**config.mk**
```make
export PLATFORM = sky130hd
export DESIGN_NAME = port_pin_mux
export DESIGN_NICKNAME = d
export VERILOG_FILES = /design/src/rtl/pinmux_pkg.sv /design/src/rtl/pinmux_regs.sv /design/src/rtl/pinmux_sync.sv /design/src/rtl/pinmux_fn_sel.sv /design/src/rtl/pinmux_drive.sv /design/src/rtl/port_pin_mux.sv
export SDC_FILE = /design/constraint.sdc
export NUM_CORES = 1
export LEC_CHECK = 0
export ABC_AREA = 0
export BUFFER_PORTS_ARGS = -buffer_cell sky130_fd_sc_hd__buf_2
export CAP_MARGIN = 20
export CORE_ASPECT_RATIO = 1.4
export CORE_MARGIN = 4
export CORE_UTILIZATION = 42
export CTS_CLUSTER_SIZE = 25
export DETAILED_ROUTE_END_ITERATION = 8
export GPL_ROUTABILITY_DRIVEN = 1
export PLACE_DENSITY = 0.75
export SLEW_MARGIN = 25
export SYNTH_ARGS = -nofsm -noshare
export SYNTH_HDL_FRONTEND = slang
export SYNTH_SLANG_ARGS = --single-unit
```
**constraint.sdc**
```tcl
create_clock -name clk -period 1.8 [get_ports clk]
set_clock_uncertainty 0.2 [all_clocks]
set_input_delay 0.36 -clock clk [delete_from_list [all_inputs] [get_ports clk]]
set_output_delay 0.36 -clock clk [all_outputs]
set_load 0.005 [all_outputs]
```
**src/rtl/pinmux_pkg.sv**
```systemverilog
package pinmux_pkg;

  typedef enum logic [1:0] {
    PF_GPIO  = 2'd0,
    PF_INPUT = 2'd1,
    PF_ADDR  = 2'd2,
    PF_CS    = 2'd3
  } pin_fn_e;

  localparam int          REG_AW    = 2;
  localparam logic [1:0]  REG_DIR   = 2'd0;
  localparam logic [1:0]  REG_OUT   = 2'd1;
  localparam logic [1:0]  REG_PIN   = 2'd2;

  localparam logic [2:0]  MODE_EXT_A  = 3'd1;
  localparam logic [2:0]  MODE_EXT_B  = 3'd2;
  localparam logic [2:0]  MODE_EXT_C  = 3'd4;
  localparam logic [2:0]  MODE_SINGLE = 3'd7;

  typedef struct packed {
    logic expanded;   // bus pins may take address / strobe roles
    logic wide_addr;  // every pin below the top one is enable-controlled
  } mode_ctx_t;

  function automatic mode_ctx_t decode_mode(input logic [2:0] mode, input logic ext);
    mode_ctx_t c;
    c.expanded  = 1'b0;
    c.wide_addr = 1'b0;
    case (mode)
      MODE_EXT_A, MODE_EXT_B: c.expanded = 1'b1;
      MODE_EXT_C: begin
        c.expanded  = 1'b1;
        c.wide_addr = 1'b1;
      end
      MODE_SINGLE: begin
        c.expanded  = ext;
        c.wide_addr = 1'b1;
      end
      default: c = '0;
    endcase
    return c;
  endfunction

endpackage

```
**src/rtl/pinmux_regs.sv**
```systemverilog
module pinmux_regs #(
  parameter int PINS = 8
) (
  input  logic                            clk,
  input  logic                            rst_n,
  input  logic [pinmux_pkg::REG_AW-1:0]   bus_addr,
  input  logic                            bus_we,
  input  logic [PINS-1:0]                 bus_wdata,
  input  logic [PINS-1:0]                 pin_state,
  output logic [PINS-1:0]                 dir_q,
  output logic [PINS-1:0]                 odr_q,
  output logic [PINS-1:0]                 bus_rdata
);
  import pinmux_pkg::*;

  localparam logic [PINS-1:0] DIR_READ_FILL = {PINS{1'b1}};

  logic            dir_en, odr_en;
  logic [PINS-1:0] dir_d, odr_d;

  // next-state
  always_comb begin
    dir_en = bus_we && (bus_addr == REG_DIR);
    odr_en = bus_we && (bus_addr == REG_OUT);
    dir_d  = bus_wdata;
    odr_d  = bus_wdata;
  end

  // registers with explicit load enables
  always_ff @(posedge clk or negedge rst_n) begin
    if (!rst_n) begin
      dir_q <= '0;
    end else if (dir_en) begin
      dir_q <= dir_d;
    end
  end

  always_ff @(posedge clk or negedge rst_n) begin
    if (!rst_n) begin
      odr_q <= '0;
    end else if (odr_en) begin
      odr_q <= odr_d;
    end
  end

  // read path: direction is write-only and returns a filler pattern
  always_comb begin
    case (bus_addr)
      REG_DIR: bus_rdata = DIR_READ_FILL;
      REG_OUT: bus_rdata = odr_q;
      REG_PIN: bus_rdata = pin_state;
      default: bus_rdata = '0;
    endcase
  end

endmodule

```
**src/rtl/pinmux_sync.sv**
```systemverilog
module pinmux_sync #(
  parameter int PINS   = 8,
  parameter int STAGES = 2
) (
  input  logic            clk,
  input  logic            rst_n,
  input  logic [PINS-1:0] pad_in,
  output logic [PINS-1:0] pin_state
);

  logic [PINS-1:0] stage_q [STAGES];
  logic [PINS-1:0] stage_d [STAGES];

  for (genvar s = 0; s < STAGES; s++) begin : g_stage
    if (s == 0) begin : g_first
      assign stage_d[s] = pad_in;
    end else begin : g_next
      assign stage_d[s] = stage_q[s-1];
    end

    always_ff @(posedge clk or negedge rst_n) begin
      if (!rst_n) begin
        stage_q[s] <= '0;
      end else begin
        stage_q[s] <= stage_d[s];
      end
    end
  end

  assign pin_state = stage_q[STAGES-1];

endmodule

```
**src/rtl/pinmux_fn_sel.sv**
```systemverilog
module pinmux_fn_sel #(
  parameter int PINS       = 8,
  parameter int FIXED_PINS = 5
) (
  input  pinmux_pkg::mode_ctx_t            ctx,
  input  logic [PINS-1:0]                  addr_en,
  input  logic                             cs_top_en,
  input  logic [PINS-1:0]                  dir,
  output pinmux_pkg::pin_fn_e [PINS-1:0]   pin_fn
);
  import pinmux_pkg::*;

  localparam int TOP = PINS - 1;

  for (genvar i = 0; i < PINS; i++) begin : g_pin
    localparam bit IS_TOP   = (i == TOP);
    localparam bit IS_FIXED = (i < FIXED_PINS) && !IS_TOP;

    pin_fn_e fn;

    if (IS_TOP) begin : g_top
      // address enable beats chip-select enable beats plain I/O
      always_comb begin
        fn = PF_GPIO;
        if (ctx.expanded) begin
          if (addr_en[i]) begin
            fn = dir[i] ? PF_ADDR : PF_INPUT;
          end else if (cs_top_en) begin
            fn = dir[i] ? PF_CS : PF_INPUT;
          end
        end
      end
    end else if (IS_FIXED) begin : g_fixed
      // forced address pin in the narrow expanded modes
      always_comb begin
        fn = PF_GPIO;
        if (ctx.expanded) begin
          if (!ctx.wide_addr) begin
            fn = PF_ADDR;
          end else if (addr_en[i]) begin
            fn = dir[i] ? PF_ADDR : PF_INPUT;
          end
        end
      end
    end else begin : g_mid
      always_comb begin
        fn = PF_GPIO;
        if (ctx.expanded && addr_en[i]) begin
          fn = dir[i] ? PF_ADDR : PF_INPUT;
        end
      end
    end

    assign pin_fn[i] = fn;
  end

endmodule

```
**src/rtl/pinmux_drive.sv**
```systemverilog
module pinmux_drive #(
  parameter int PINS = 8
) (
  input  pinmux_pkg::pin_fn_e [PINS-1:0]   pin_fn,
  input  logic [PINS-1:0]                  dir,
  input  logic [PINS-1:0]                  odr,
  input  logic [PINS-1:0]                  addr_hi,
  input  logic                             cs_top_n,
  output logic [PINS-1:0]                  pad_out,
  output logic [PINS-1:0]                  pad_oe
);
  import pinmux_pkg::*;

  for (genvar i = 0; i < PINS; i++) begin : g_pin
    logic strobe;
    if (i == PINS - 1) begin : g_top
      assign strobe = cs_top_n;
    end else begin : g_low
      assign strobe = 1'b0;
    end

    always_comb begin
      case (pin_fn[i])
        PF_ADDR: begin
          pad_oe[i]  = 1'b1;
          pad_out[i] = addr_hi[i];
        end
        PF_CS: begin
          pad_oe[i]  = 1'b1;
          pad_out[i] = strobe;
        end
        PF_GPIO: begin
          pad_oe[i]  = dir[i];
          pad_out[i] = dir[i] & odr[i];
        end
        default: begin
          pad_oe[i]  = 1'b0;
          pad_out[i] = 1'b0;
        end
      endcase
    end
  end

endmodule

```
**src/rtl/port_pin_mux.sv**
```systemverilog
module port_pin_mux #(
  parameter int PINS        = 8,
  parameter int FIXED_PINS  = 5,
  parameter int SYNC_STAGES = 2
) (
  input  logic            clk,
  input  logic            rst_n,
  input  logic [2:0]      op_mode,
  input  logic            expand_en,
  input  logic [PINS-1:0] addr_en,
  input  logic            cs_top_en,
  input  logic [PINS-1:0] addr_hi,
  input  logic            cs_top_n,
  input  logic [1:0]      bus_addr,
  input  logic            bus_we,
  input  logic [PINS-1:0] bus_wdata,
  output logic [PINS-1:0] bus_rdata,
  input  logic [PINS-1:0] pad_in,
  output logic [PINS-1:0] pad_out,
  output logic [PINS-1:0] pad_oe
);
  import pinmux_pkg::*;

  mode_ctx_t           ctx;
  logic [PINS-1:0]     dir_q;
  logic [PINS-1:0]     odr_q;
  logic [PINS-1:0]     pin_state;
  pin_fn_e [PINS-1:0]  pin_fn;

  assign ctx = decode_mode(op_mode, expand_en);

  pinmux_regs #(.PINS(PINS)) u_regs (
    .clk       (clk),
    .rst_n     (rst_n),
    .bus_addr  (bus_addr),
    .bus_we    (bus_we),
    .bus_wdata (bus_wdata),
    .pin_state (pin_state),
    .dir_q     (dir_q),
    .odr_q     (odr_q),
    .bus_rdata (bus_rdata)
  );

  pinmux_sync #(.PINS(PINS), .STAGES(SYNC_STAGES)) u_sync (
    .clk       (clk),
    .rst_n     (rst_n),
    .pad_in    (pad_in),
    .pin_state (pin_state)
  );

  pinmux_fn_sel #(.PINS(PINS), .FIXED_PINS(FIXED_PINS)) u_fn_sel (
    .ctx       (ctx),
    .addr_en   (addr_en),
    .cs_top_en (cs_top_en),
    .dir       (dir_q),
    .pin_fn    (pin_fn)
  );

  pinmux_drive #(.PINS(PINS)) u_drive (
    .pin_fn    (pin_fn),
    .dir       (dir_q),
    .odr       (odr_q),
    .addr_hi   (addr_hi),
    .cs_top_n  (cs_top_n),
    .pad_out   (pad_out),
    .pad_oe    (pad_oe)
  );

endmodule

```
==> results of run 1 <==
## what timing repair did
action | 4_1_cts | 5_1_grt
hold endpoints to repair | 23 | 0
pin swaps | 11 | 3
endpoints found under the setup margin | 13 | 13
setup buffers | 0 | 0
hold buffers | 9 | 0
gates resized for setup | 15 | 9
## stage by stage
step           utilization, %  cells  setup TNS (ns)  cell area [sq um]
5_1_grt                  65.6    260           -1.47               2240
4_1_cts                  64.7    260          -0.979               2210
3_3_place_gp             56.4    243           -2.28               1920
2_1_floorplan               -    138               0               1500
6_report                 65.6    260           -1.18               2240
3_5_place_dp             56.4    243           -2.52               1920
## critical path, stage by stage
cell	delay, ns
buf_12	0.11
buf_8	0.12
nand4_1	0.18
o221a_4	0.28
o21ai_1	0.08
a21boi_1	0.13
buf_2	0.12
## per-layer routing
| layer | vias to the layer above | part of all wire, % | global-route usage [%] |
|---|---|---|---|
| li1 | 649 | - | - |
| met1 | 604 | 38 | 19.8 |
| met2 | 55 | 52 | 27.1 |
| met3 | 4 | 8.8 | 5.04 |
| met4 | 0 | 0.84 | 5.10 |
| met5 | - | 0 | 0 |
## power by group through the flow
stage | Sequential (uW) | Combinational (uW) | Clock [uW]
finish | 872 | 476 | 648
global route | 886 | 525 | 695
global placement | 879 | 409 | 0
detailed placement | 883 | 417 | 0
CTS | 870 | 462 | 664
floorplan | 862 | 231 | 0
## cells by family (layout without fill, tap and decap cells)
family / Yosys count / after routing / share of synthesized area (%)
compound gates: 24 / 24 / 10.9
xor+xnor: 2 / 2 / 1.17
buf+inv: 10 / 92 / 2.58
flops: 32 / 32 / 53.3
mux: 16 / 16 / 12.0
simple gates: 54 / 54 / 20.0
## state kept, by name (all words and copies together), names as in the netlist
register	flops
u_regs.dir_q	8
u_regs.odr_q	8
u_sync.pin_state	8
u_sync.stage_d	8
## synth_stat cells, drive strengths merged (2+ instances only)
library cell and n:
clkbuf 6, inv 3, nand2 8, nand4 6, nor2b 8, o21ai 4, a21oi 8, dfrtp 32
nand2b 9, o211ai 5, a2bb2oi 2, or2 5, mux2 16, a21boi 3, nor2 4, nand3 9
nor3 3
## worst min path at each step
stage	start	end	slack (ns)	cells past startpoint
after global routing	bus_wdata[6]	u_regs.odr_q[6]	0.13	2
after CTS	bus_wdata[2]	u_regs.odr_q[2]	0.12	2
final	bus_wdata[6]	u_regs.odr_q[6]	0.13	2
after floorplan	rst_n	u_regs.dir_q[0]	-0.14	0
after global placement	rst_n	u_sync.stage_d[6]	0.1	1
after detailed placement	rst_n	u_sync.stage_d[6]	0.1	1
## cell type report
type	count	area share, %
Multi-Input combinational cell	96	33.3
Timing Repair Buffer	81	23.3
Inverter	3	0.503
Sequential cell	32	35.8
Tap cell	40	2.24
Clock buffer	6	3.24
Clock inverter	2	1.57
==> reports/metrics.csv, run 1 <==
stage,metric,value,unit
outcome,status,finished with violations,
outcome,violations,setup timing,
critical_path,critPathKind,primary input to primary output,
yosys,async_flop_share,100,%
cells_and_area,n_antenna_cell,0,
yosys,ys_seq_elements,32,
timing,slew_viol_final,0,
floorplanning,rows,25,
place,gp_congestion,0.821,
clock_tree,tritoncts,yes,
critical_path,cp-start-kind,primary input,
timing,slew_headroom,74.7,%
floorplanning,pin_count,67,
drt,first_iter_violations,35,
timing,finalHoldViolations,0,
clock_tree,clk_path_buf_depth,2,
cells_and_area,layout_commonest_cell,buf_2,
global_route,antenna_found_initial,0,
floorplanning,dieArea,0.00461,sq mm
clock_tree,cts_sinks,32,
flow_run,cap_viol_max_count,0,
clock_tree,htreeDepth,2,
power,p_total,2000,uW
critical_path,crit_end,pad_out[7],
yosys,yosys.area.top_type_share,53.3,%
drt,vias,1312,
critical_path,endpoint_kind,primary output,
drt,routed_wl,3.58,mm
critical_path,critPathRequiredTime,1.24,ns
power,internal_power,1490,uW
timing,max_freq,0.511,GHz
global_route,grt_overflow,0,
place,dp_slack,-0.244,ns
timing,timing.final.crit_period,1.96,ns
yosys,synth_fp_nets,181,
timing,fin_hold_ws,0.129,ns
floorplanning,initial_utilization,44.0,%
power,swShare,25.1,%
yosys,synth_top_area_cell,dfrtp_1,
yosys,ys_types,25,
cells_and_area,multi_input_area,746,sq um
power,vdd_drop_max,0.000992,V
global_route,grt_max_degree,19,
critical_path,worstPathMaxFanout,8,
drt,routedWlPerCell,13.8,um
cells_and_area,drive_gt1_share,49.5,%
power,power_frac_clock,32.5,%
place,place_hpwl,2.71,mm
cells_and_area,most-common-layout-cells,"63 x buf_2, 32 x dfrtp_1, 16 x mux2_2, 9 x dlygate4sd3_1",
timing,setup_viol,8,
clock_tree,clock_latency,0.27,ns
drt,dr.pass1.iters,4,
yosys,synth.area.top_cells,"dfrtp_1 53%, mux2_2 12%, nand2b_1 3.8%",
cells_and_area,final_nets,262,
yosys,yosys_warnings,0,
yosys,avgSynthCellArea,10.9,sq um
cells_and_area,register_area,801,sq um
yosys,synthesis.area,0.00150,sq mm
global_route,grt_pass1_vias,1322,
power,seq_power_share,43.7,%
cells_and_area,n_fill_cell,259,
timing,fin_crit_sh,109,%
yosys,synth-edff-count,0,
floorplanning,dieHeight,78.7,um
power,leakagePower,0.00105,uW
timing,postLayoutSetupSlackWorst,-0.155,ns
clock_tree,clockRootBuffer,clkbuf_8,
critical_path,arrival,1.40,ns
yosys,synthCells,138,
floorplanning,core-area,0.00341,sq mm
global_route,grtUsageTotal,16.3,%
timing,rsz0062_at_grt,yes,
min_path,hold_class,primary input to register,
power,p_comb_share,23.8,%
power,p_sw,501,uW
yosys,ys.flop_type,dfrtp_1,
clock_tree,clkTransAtPathRegs,0.06,ns
drt,ant_nets,0,
critical_path,r2r_end,u_regs.dir_q[0],
yosys,ys_seq_area_share,53.3,%
floorplanning,die_x,58.5,um
power,p_per_area,892,mW/mm^2
drt,drc,0,
critical_path,reg2reg_setup_slack,0.78,ns
drt,viasPerCell,5.05,
critical_path,cp-startpoint,op_mode[0],
global_route,grt_first_pass_wirelength,5.91,mm
timing,worst_slew_pin_slew,0.378,ns
critical_path,r2r_cells,1,
cells_and_area,area_delta_synth_final,49.0,%
clock_tree,cts_buffers,5,
place,portBuffers,66,
critical_path,r2r-start,u_regs.dir_q[0],
Power figures use the tool's default switching activity.
==> run 2, diff against run 1 <==
--- a/config.mk
+++ b/config.mk
@@ -10,12 +10,13 @@
 export CAP_MARGIN = 20
 export CORE_ASPECT_RATIO = 1.4
 export CORE_MARGIN = 4
-export CORE_UTILIZATION = 42
+export CORE_UTILIZATION = 43
 export CTS_CLUSTER_SIZE = 25
 export DETAILED_ROUTE_END_ITERATION = 8
 export GPL_ROUTABILITY_DRIVEN = 1
-export PLACE_DENSITY = 0.75
+export PLACE_DENSITY = 0.76
 export SLEW_MARGIN = 25
 export SYNTH_ARGS = -nofsm -noshare
 export SYNTH_HDL_FRONTEND = slang
+export SYNTH_HIERARCHICAL = 1
 export SYNTH_SLANG_ARGS = --single-unit
==> reports/metrics.csv, run 2 <==
stage,metric,value,unit,change
critical_path,worstPathMaxFanout,8,,unchanged
power,p_per_area,870,mW/mm^2,-2.5%
timing,slew_headroom,54.7,%,-20 points
critical_path,max_stage_delay,0.26,ns,-0.02 ns
min_path,hp-start,bus_wdata[0],,
critical_path,r2r_cells,1,,unchanged
yosys,synth.area.top_cells,"dfrtp_1 50%, mux2_2 9.1%, a21oi_1 5.0%",,
clock_tree,cts_buffers,5,,unchanged
drt,highest_layer,met4,,
drt,vias,1384,,+5.5%
timing,rsz0062_at_grt,yes,,
clock_tree,clkTransAtPathRegs,0.06,ns,about the same
cells_and_area,final_nets,287,,+9.5%
timing,finalHoldViolations,0,,unchanged
drt,first_iter_violations,25,,-29%
place,dp_slack,-0.446,ns,-0.202 ns
clock_tree,clk_path_buf_depth,2,,unchanged
yosys,yosys_warnings,6,,+6
drt,m1WireLength,1.42,mm,+4.9%
yosys,yosys-top-cells-count,"32 x dfrtp_1, 16 x a21oi_1, 14 x nand2_1",,
timing,max_freq,0.463,GHz,-9.4%
timing,fin_crit_sh,120,%,+11 points
critical_path,cp-start-kind,primary input,,
power,leakagePower,0.00119,uW,+13%
yosys,yosys.area.top_type_share,49.7,%,-3.6 points
critical_path,endpoint_kind,primary output,,
drt,drc,0,,unchanged
cells_and_area,area_delta_synth_final,55.2,%,
yosys,async_flop_share,100,%,unchanged
drt,routedWlPerCell,12.5,um,-8.9%
yosys,avgSynthCellArea,10.7,sq um,-1.3%
cells_and_area,most-common-layout-cells,"64 x buf_2, 32 x dfrtp_1, 13 x buf_4, 13 x mux2_2, 12 x nand2_1",,
yosys,ys_types,24,,-4.0%
global_route,grtUsageTotal,16.0,%,-0.32 points
place,portBuffers,66,,unchanged
clock_tree,tritoncts,yes,,
critical_path,crit_chain,"buf_8, and3_4, o22a_4, buf_6, and3_4, nand3b_1, a21oi_2, buf_2",,
global_route,grt_first_pass_wirelength,5.74,mm,-2.9%
min_path,holdPathEnd,u_regs/dir_q[0],,
drt,dr.pass1.iters,3,,-1
yosys,synth-edff-count,0,,unchanged
cells_and_area,n_antenna_cell,0,,unchanged
floorplanning,dieHeight,80.4,um,+2.1%
min_path,holdPathStages,2,,unchanged
timing,slew_viol_final,0,,unchanged
drt,viasPerCell,4.82,,-4.4%
drt,ant_nets,0,,unchanged
outcome,violations,setup timing,,
global_route,grt_overflow,0,,unchanged
drt,routed_wl,3.60,mm,+0.56%
min_path,hold_class,primary input to register,,
cells_and_area,layout_commonest_cell,buf_2,,
critical_path,crit_slowest_cell,o22a_4,,
yosys,ys_seq_area_share,49.7,%,-3.6 points
flow_run,cap_viol_max_count,0,,unchanged
floorplanning,rows,26,,+4.0%
drt,met2_length,1.92,mm,+2.3%
floorplanning,die_x,59.7,um,+2.0%
critical_path,crit_path_frequent_cell,and3_4,,
cells_and_area,drive_gt1_share,54.7,%,+5.1 points
timing,worst_slew_pin_slew,0.680,ns,+0.301 ns
critical_path,arrival,1.60,ns,+0.20 ns
global_route,antenna_found_initial,0,,unchanged
clock_tree,htreeDepth,2,,unchanged
critical_path,r2r-start,u_regs/dir_q[4],,
cells_and_area,register_area,801,sq um,unchanged
timing,postLayoutSetupSlackWorst,-0.358,ns,-0.203 ns
yosys,synth_fp_nets,193,,+6.6%
drt,route.met3.wl,201,um,-36%
floorplanning,dieArea,0.00480,sq mm,+4.2%
floorplanning,pin_count,67,,unchanged
global_route,grt_max_degree,33,,+14
floorplanning,initial_utilization,44.2,%,+0.16 points
global_route,grt_pass1_vias,1319,,-0.23%
critical_path,r2r_end,u_regs/dir_q[4],,
floorplanning,core-area,0.00364,sq mm,+6.9%
cells_and_area,n_fill_cell,278,,+7.3%
power,vdd_drop_max,0.000684,V,-31%
clock_tree,cts_sinks,32,,unchanged
place,place_hpwl,2.64,mm,-2.7%
yosys,post-synth-top-count-cell,dfrtp_1,,
critical_path,critPathRequiredTime,1.24,ns,about the same
timing,setup_viol,16,,+8
yosys,synthCells,150,,+8.7%
clock_tree,clockRootBuffer,clkbuf_8,,
yosys,synthesis.area,0.00161,sq mm,+7.2%
timing,timing.final.crit_period,2.16,ns,+0.203 ns
yosys,synth_top_area_cell,dfrtp_1,,
place,dp.cells,266,,+9.5%
clock_tree,clock_latency,0.28,ns,about the same
yosys,ys_seq_elements,32,,unchanged
outcome,status,finished with violations,,
critical_path,reg2reg_setup_slack,0.75,ns,-0.03 ns
cells_and_area,multi_input_area,902,sq um,+21%
place,gp_congestion,0.727,,-11%
cells_and_area,layout.cells.non_filler,287,,+10%
critical_path,critPathKind,primary input to primary output,,
yosys,ys.flop_type,dfrtp_1,,
run 2: power by group:
| part | switching (uW) | internal [uW] |
|---|---|---|
| sequential | 85.9 | 806 |
| clock | 248 | 488 |
| combinational | 226 | 321 |
run 2: layer usage:
layer,track usage (%),up-vias
li1,-,699
met1,18.3,643
met2,27.2,37
met3,3.86,5
met4,7.32,0
met5,0,-
run 2: critical path: cells and delay by family:
family,cells,cell delay [ns]
simple gates,3,0.49
compound gates,2,0.38
buf+inv,3,0.36
run 2: final cells by class:
cell class | instances | share of cell area (%)
clock buffers | 7 | 3.85
repair buffers | 91 | 23.2
inverters | 10 | 1.50
flip-flops and latches | 32 | 32.0
clock inverters | 1 | 1.20
multi-input cells | 104 | 36.1
well taps | 42 | 2.10
run 2: how the worst max path moves through the flow:
stage                    start         end  slack, ns  cells after the start
floorplan           op_mode[1]  pad_out[7]      -0.09                      7
global placement    op_mode[1]  pad_out[7]      -0.39                      9
detailed placement  op_mode[1]  pad_out[7]      -0.45                      9
CTS                 op_mode[0]  pad_out[7]      -0.39                      9
global route        op_mode[1]   pad_oe[2]      -0.44                      9
finish              op_mode[0]  pad_out[6]      -0.36                      8
run 2: kinds of logic after synthesis:
family,Yosys count,synth area share (%)
and+or+nand+nor,53,21.2
AOI/OAI and AO/OA,32,12.4
DFF,32,49.7
muxes,18,12.4
buffers and inverters,14,3.65
xor gates and xnor gates,1,0.544
run 2: stage by stage:
| stage | power, uW | util (%) | setup TNS, ns | instance area, sq um | hold slack (ns) |
|---|---|---|---|---|---|
| final | 2170 | 68.6 | -5.09 | 2500 | 0.121 |
| after detailed placement | 1370 | 58.2 | -5.70 | 2120 | 0.135 |
| after global routing | 2310 | 68.6 | -6.27 | 2500 | 0.111 |
| after floorplan | 1160 | - | -0.948 | 1660 | -0.136 |
| after CTS | 2160 | 65.8 | -5.35 | 2400 | 0.113 |
| after global placement | 1360 | 58.2 | -5.41 | 2120 | 0.131 |
run 2: what timing repair did:
| action | 4_1_cts | 5_1_grt |
|---|---|---|
| cloned | 0 | 0 |
| pin swaps | 5 | 8 |
| endpoints found under the setup margin | 16 | 16 |
| endpoints found under the hold margin | 40 | 0 |
| gates resized for setup | 12 | 18 |
| setup buffers | 2 | 2 |
| hold buffers | 9 | 0 |
==> run 3, diff against run 2 <==
--- a/config.mk
+++ b/config.mk
@@ -5,16 +5,16 @@
 export SDC_FILE = /design/constraint.sdc
 export NUM_CORES = 1
 export LEC_CHECK = 0
-export ABC_AREA = 0
+export ABC_AREA = 1
+export ABC_CLOCK_PERIOD_IN_PS = 1800
 export BUFFER_PORTS_ARGS = -buffer_cell sky130_fd_sc_hd__buf_2
 export CAP_MARGIN = 20
 export CORE_ASPECT_RATIO = 1.4
-export CORE_MARGIN = 4
 export CORE_UTILIZATION = 43
 export CTS_CLUSTER_SIZE = 25
 export DETAILED_ROUTE_END_ITERATION = 8
 export GPL_ROUTABILITY_DRIVEN = 1
-export PLACE_DENSITY = 0.76
+export PLACE_DENSITY = 0.75
 export SLEW_MARGIN = 25
 export SYNTH_ARGS = -nofsm -noshare
 export SYNTH_HDL_FRONTEND = slang
==> reports/metrics.csv, run 3 <==
stage,metric,value,unit,change
place,dp_slack,-0.321,ns,+0.125 ns
cells_and_area,drive_gt1_share,37.2,%,-17 points
cells_and_area,post-route-util,65.1,%,-3.5 points
critical_path,arrival,1.46,ns,-0.14 ns
timing,timing.final.crit_period,2.02,ns,-0.135 ns
critical_path,r2r-start,u_regs/dir_q[6],,
critical_path,critPathRequiredTime,1.24,ns,about the same
global_route,grt_pass1_vias,1487,,+13%
clock_tree,tritoncts,yes,,
yosys,ys.flop_type,dfrtp_1,,
timing,fin_hold_ws,0.141,ns,+0.0200 ns
clock_tree,clk_path_buf_depth,2,,unchanged
critical_path,critPathKind,primary input to primary output,,
power,leakagePower,0.00127,uW,+6.9%
drt,vias,1683,,+22%
yosys,synth_top_area_cell,dfrtp_1,,
drt,dr.pass1.iters,4,,+1
power,p_total,1880,uW,-14%
floorplanning,pin_count,67,,unchanged
cells_and_area,n_fill_cell,312,,+12%
critical_path,cp-start-kind,primary input,,
critical_path,r2r_end,u_regs/dir_q[6],,
yosys,synth_fp_nets,261,,+35%
cells_and_area,final_nets,343,,+20%
global_route,grtUsageTotal,20.1,%,+4.1 points
min_path,holdPathStages,3,,+1
critical_path,reg2reg_setup_slack,0.94,ns,+0.19 ns
yosys,ys_types,21,,-13%
place,place_hpwl,2.69,mm,+2.1%
yosys,synth-xor-area-share,0,%,-0.54 points
cells_and_area,multi_input_area,821,sq um,-9.0%
timing,fin_crit_sh,112,%,-7.5 points
global_route,grt_max_degree,33,,unchanged
yosys,ys_seq_area_share,48.4,%,-1.4 points
yosys,post_synth_and_or_nand_nor_area_fraction,33.1,%,+12 points
clock_tree,cts_sinks,32,,unchanged
yosys,avgSynthCellArea,7.59,sq um,-29%
min_path,holdPathEnd,u_regs/dir_q[1],,
place,gp_congestion,0.729,,+0.25%
yosys,yosys-top-cells-count,"74 x nand2_1, 32 x dfrtp_1, 21 x nand3_1",,
cells_and_area,n_antenna_cell,0,,unchanged
clock_tree,clockRootBuffer,clkbuf_8,,
yosys,synth_compound_area_share,9.22,%,-3.2 points
outcome,violations,setup timing,,
floorplanning,dieHeight,75.4,um,-6.2%
clock_tree,clkTransAtPathRegs,0.06,ns,about the same
critical_path,r2r_cells,2,,+1
cells_and_area,area_delta_synth_final,44.7,%,
timing,rsz0062_at_grt,yes,,
yosys,yosys.area.top_type_share,48.4,%,-1.4 points
global_route,grt_first_pass_wirelength,5.98,mm,+4.1%
timing,slew_headroom,55.2,%,+0.53 points
yosys,synth_top_family_by_area,simple AND/OR/NAND/NOR gates,,
floorplanning,dieArea,0.00410,sq mm,-15%
timing,max_freq,0.494,GHz,+6.7%
cells_and_area,register_area,801,sq um,unchanged
yosys,synth_adder_area_share,0,%,unchanged
critical_path,endpoint_kind,primary output,,
power,p_per_area,784,mW/mm^2,-9.8%
clock_tree,htreeDepth,2,,unchanged
floorplanning,rows,26,,unchanged
global_route,antenna_found_initial,0,,unchanged
yosys,synth-edff-count,0,,unchanged
min_path,hp-start,bus_wdata[1],,
power,vdd_drop_max,0.000722,V,+5.5%
cells_and_area,layout_commonest_cell,nand2_1,,
timing,postLayoutSetupSlackWorst,-0.223,ns,+0.135 ns
timing,worst_slew_pin_slew,0.672,ns,-0.00792 ns
yosys,post-synth-top-count-cell,nand2_1,,
floorplanning,die_x,54.4,um,-8.8%
yosys,synthesis.area,0.00166,sq mm,+2.8%
floorplanning,initial_utilization,45.0,%,+0.83 points
drt,drc,0,,unchanged
critical_path,worstPathMaxFanout,6,,-2
yosys,synth_mux_area_share,0,%,-12 points
drt,first_iter_violations,33,,+32%
outcome,status,finished with violations,,
yosys,async_flop_share,100,%,unchanged
timing,slew_viol_final,0,,unchanged
floorplanning,core-area,0.00368,sq mm,+0.89%
drt,routed_wl,3.81,mm,+5.9%
yosys,yosys_warnings,6,,unchanged
yosys,synthCells,218,,+45%
clock_tree,cts_buffers,5,,unchanged
timing,setup_viol,16,,unchanged
place,portBuffers,66,,unchanged
drt,routedWlPerCell,11.1,um,-11%
drt,viasPerCell,4.91,,+1.8%
clock_tree,clock_latency,0.26,ns,-0.02 ns
yosys,synth.area.top_cells,"dfrtp_1 48%, nand2_1 17%, nand3_1 6.3%",,
timing,finalHoldViolations,0,,unchanged
min_path,hold_class,primary input to register,,
flow_run,cap_viol_max_count,0,,unchanged
cells_and_area,most-common-layout-cells,"72 x nand2_1, 64 x buf_2, 32 x dfrtp_1, 18 x inv_1, 15 x nor2_1",,
global_route,grt_overflow,0,,unchanged
drt,ant_nets,0,,unchanged
yosys,ys_seq_elements,32,,unchanged
==> run 3: changes by cell type after synthesis, sizes merged, moves of 6 or more <==
cell	delta
inv	+14
nor2	+16
nand4	+9
nor3b	-6
a21o	-6
o21ai	+13
nand3	+22
nand3b	-9
nand2b	-8
nor2b	-8
mux2	-16
nand2	+60
==> run 3: cell type report <==
type / instances / share of cell area (%)
multi-input cells: 155 / 34.3
flip-flops and latches: 32 / 33.4
well taps: 42 / 2.19
clock buffers: 8 / 3.76
repair buffers: 82 / 21.9
inverters: 24 / 4.39
==> run 3: per-layer routing <==
metal	routed length, um	share of wire, %	vias up	GRT usage [%]
li1	-	-	861	-
met1	1480	39	761	22.3
met2	2070	54	57	37.3
met3	223	5.8	4	4.39
met4	41	1.1	0	5.70
met5	0	0	-	0
==> run 3: worst max-delay path, cell delays in order <==
cell     delay, ns
buf_8         0.11
nand2_4       0.08
nand3_4       0.08
nand3_4       0.11
buf_12        0.13
inv_8         0.04
a21oi_2       0.14
inv_1         0.08
o21ai_1       0.13
nor2_1        0.06
buf_2         0.12
==> run 3: how the worst max path moves through the flow <==
stage | start | end | slack (ns) | cells past startpoint
6_report | op_mode[1] | pad_out[2] | -0.22 | 11
5_1_grt | op_mode[0] | pad_out[7] | -0.30 | 10
4_1_cts | op_mode[1] | pad_out[7] | -0.19 | 11
3_5_place_dp | op_mode[1] | pad_out[7] | -0.32 | 11
3_3_place_gp | op_mode[0] | pad_out[7] | -0.26 | 11
2_1_floorplan | op_mode[1] | pad_out[7] | 0.06 | 9
==> run 3: timing repair <==
item	4_1_cts	5_1_grt
pin swaps	17	9
hold buffers	9	0
gates cloned	2	0
resized for setup	36	7
setup endpoints to repair	16	16
hold endpoints to repair	40	0
buffers inserted	1	0
==> run 3: cell families (layout without fill, tap and decap cells) <==
logic type             Yosys count  in the layout
AO/OA/AOI/OAI                   28             28
buffers and inverters           31            114
flip-flops                      32             32
AND/OR/NAND/NOR                127            127
==> run 3: stage by stage <==
stage / cells / cell area (sq um) / setup TNS, ns
floorplan: 218 / 1660 / 0
global placement: 324 / 2030 / -2.32
detailed placement: 324 / 2030 / -3.03
CTS: 344 / 2390 / -2.35
global route: 343 / 2390 / -3.44
finish: 343 / 2390 / -2.05
==> run 3: where the power goes <==
part / internal [uW] / total (uW) / switching, uW
sequential: 795 / 864 / 68.4
clock: 311 / 531 / 220
combinational: 230 / 484 / 254
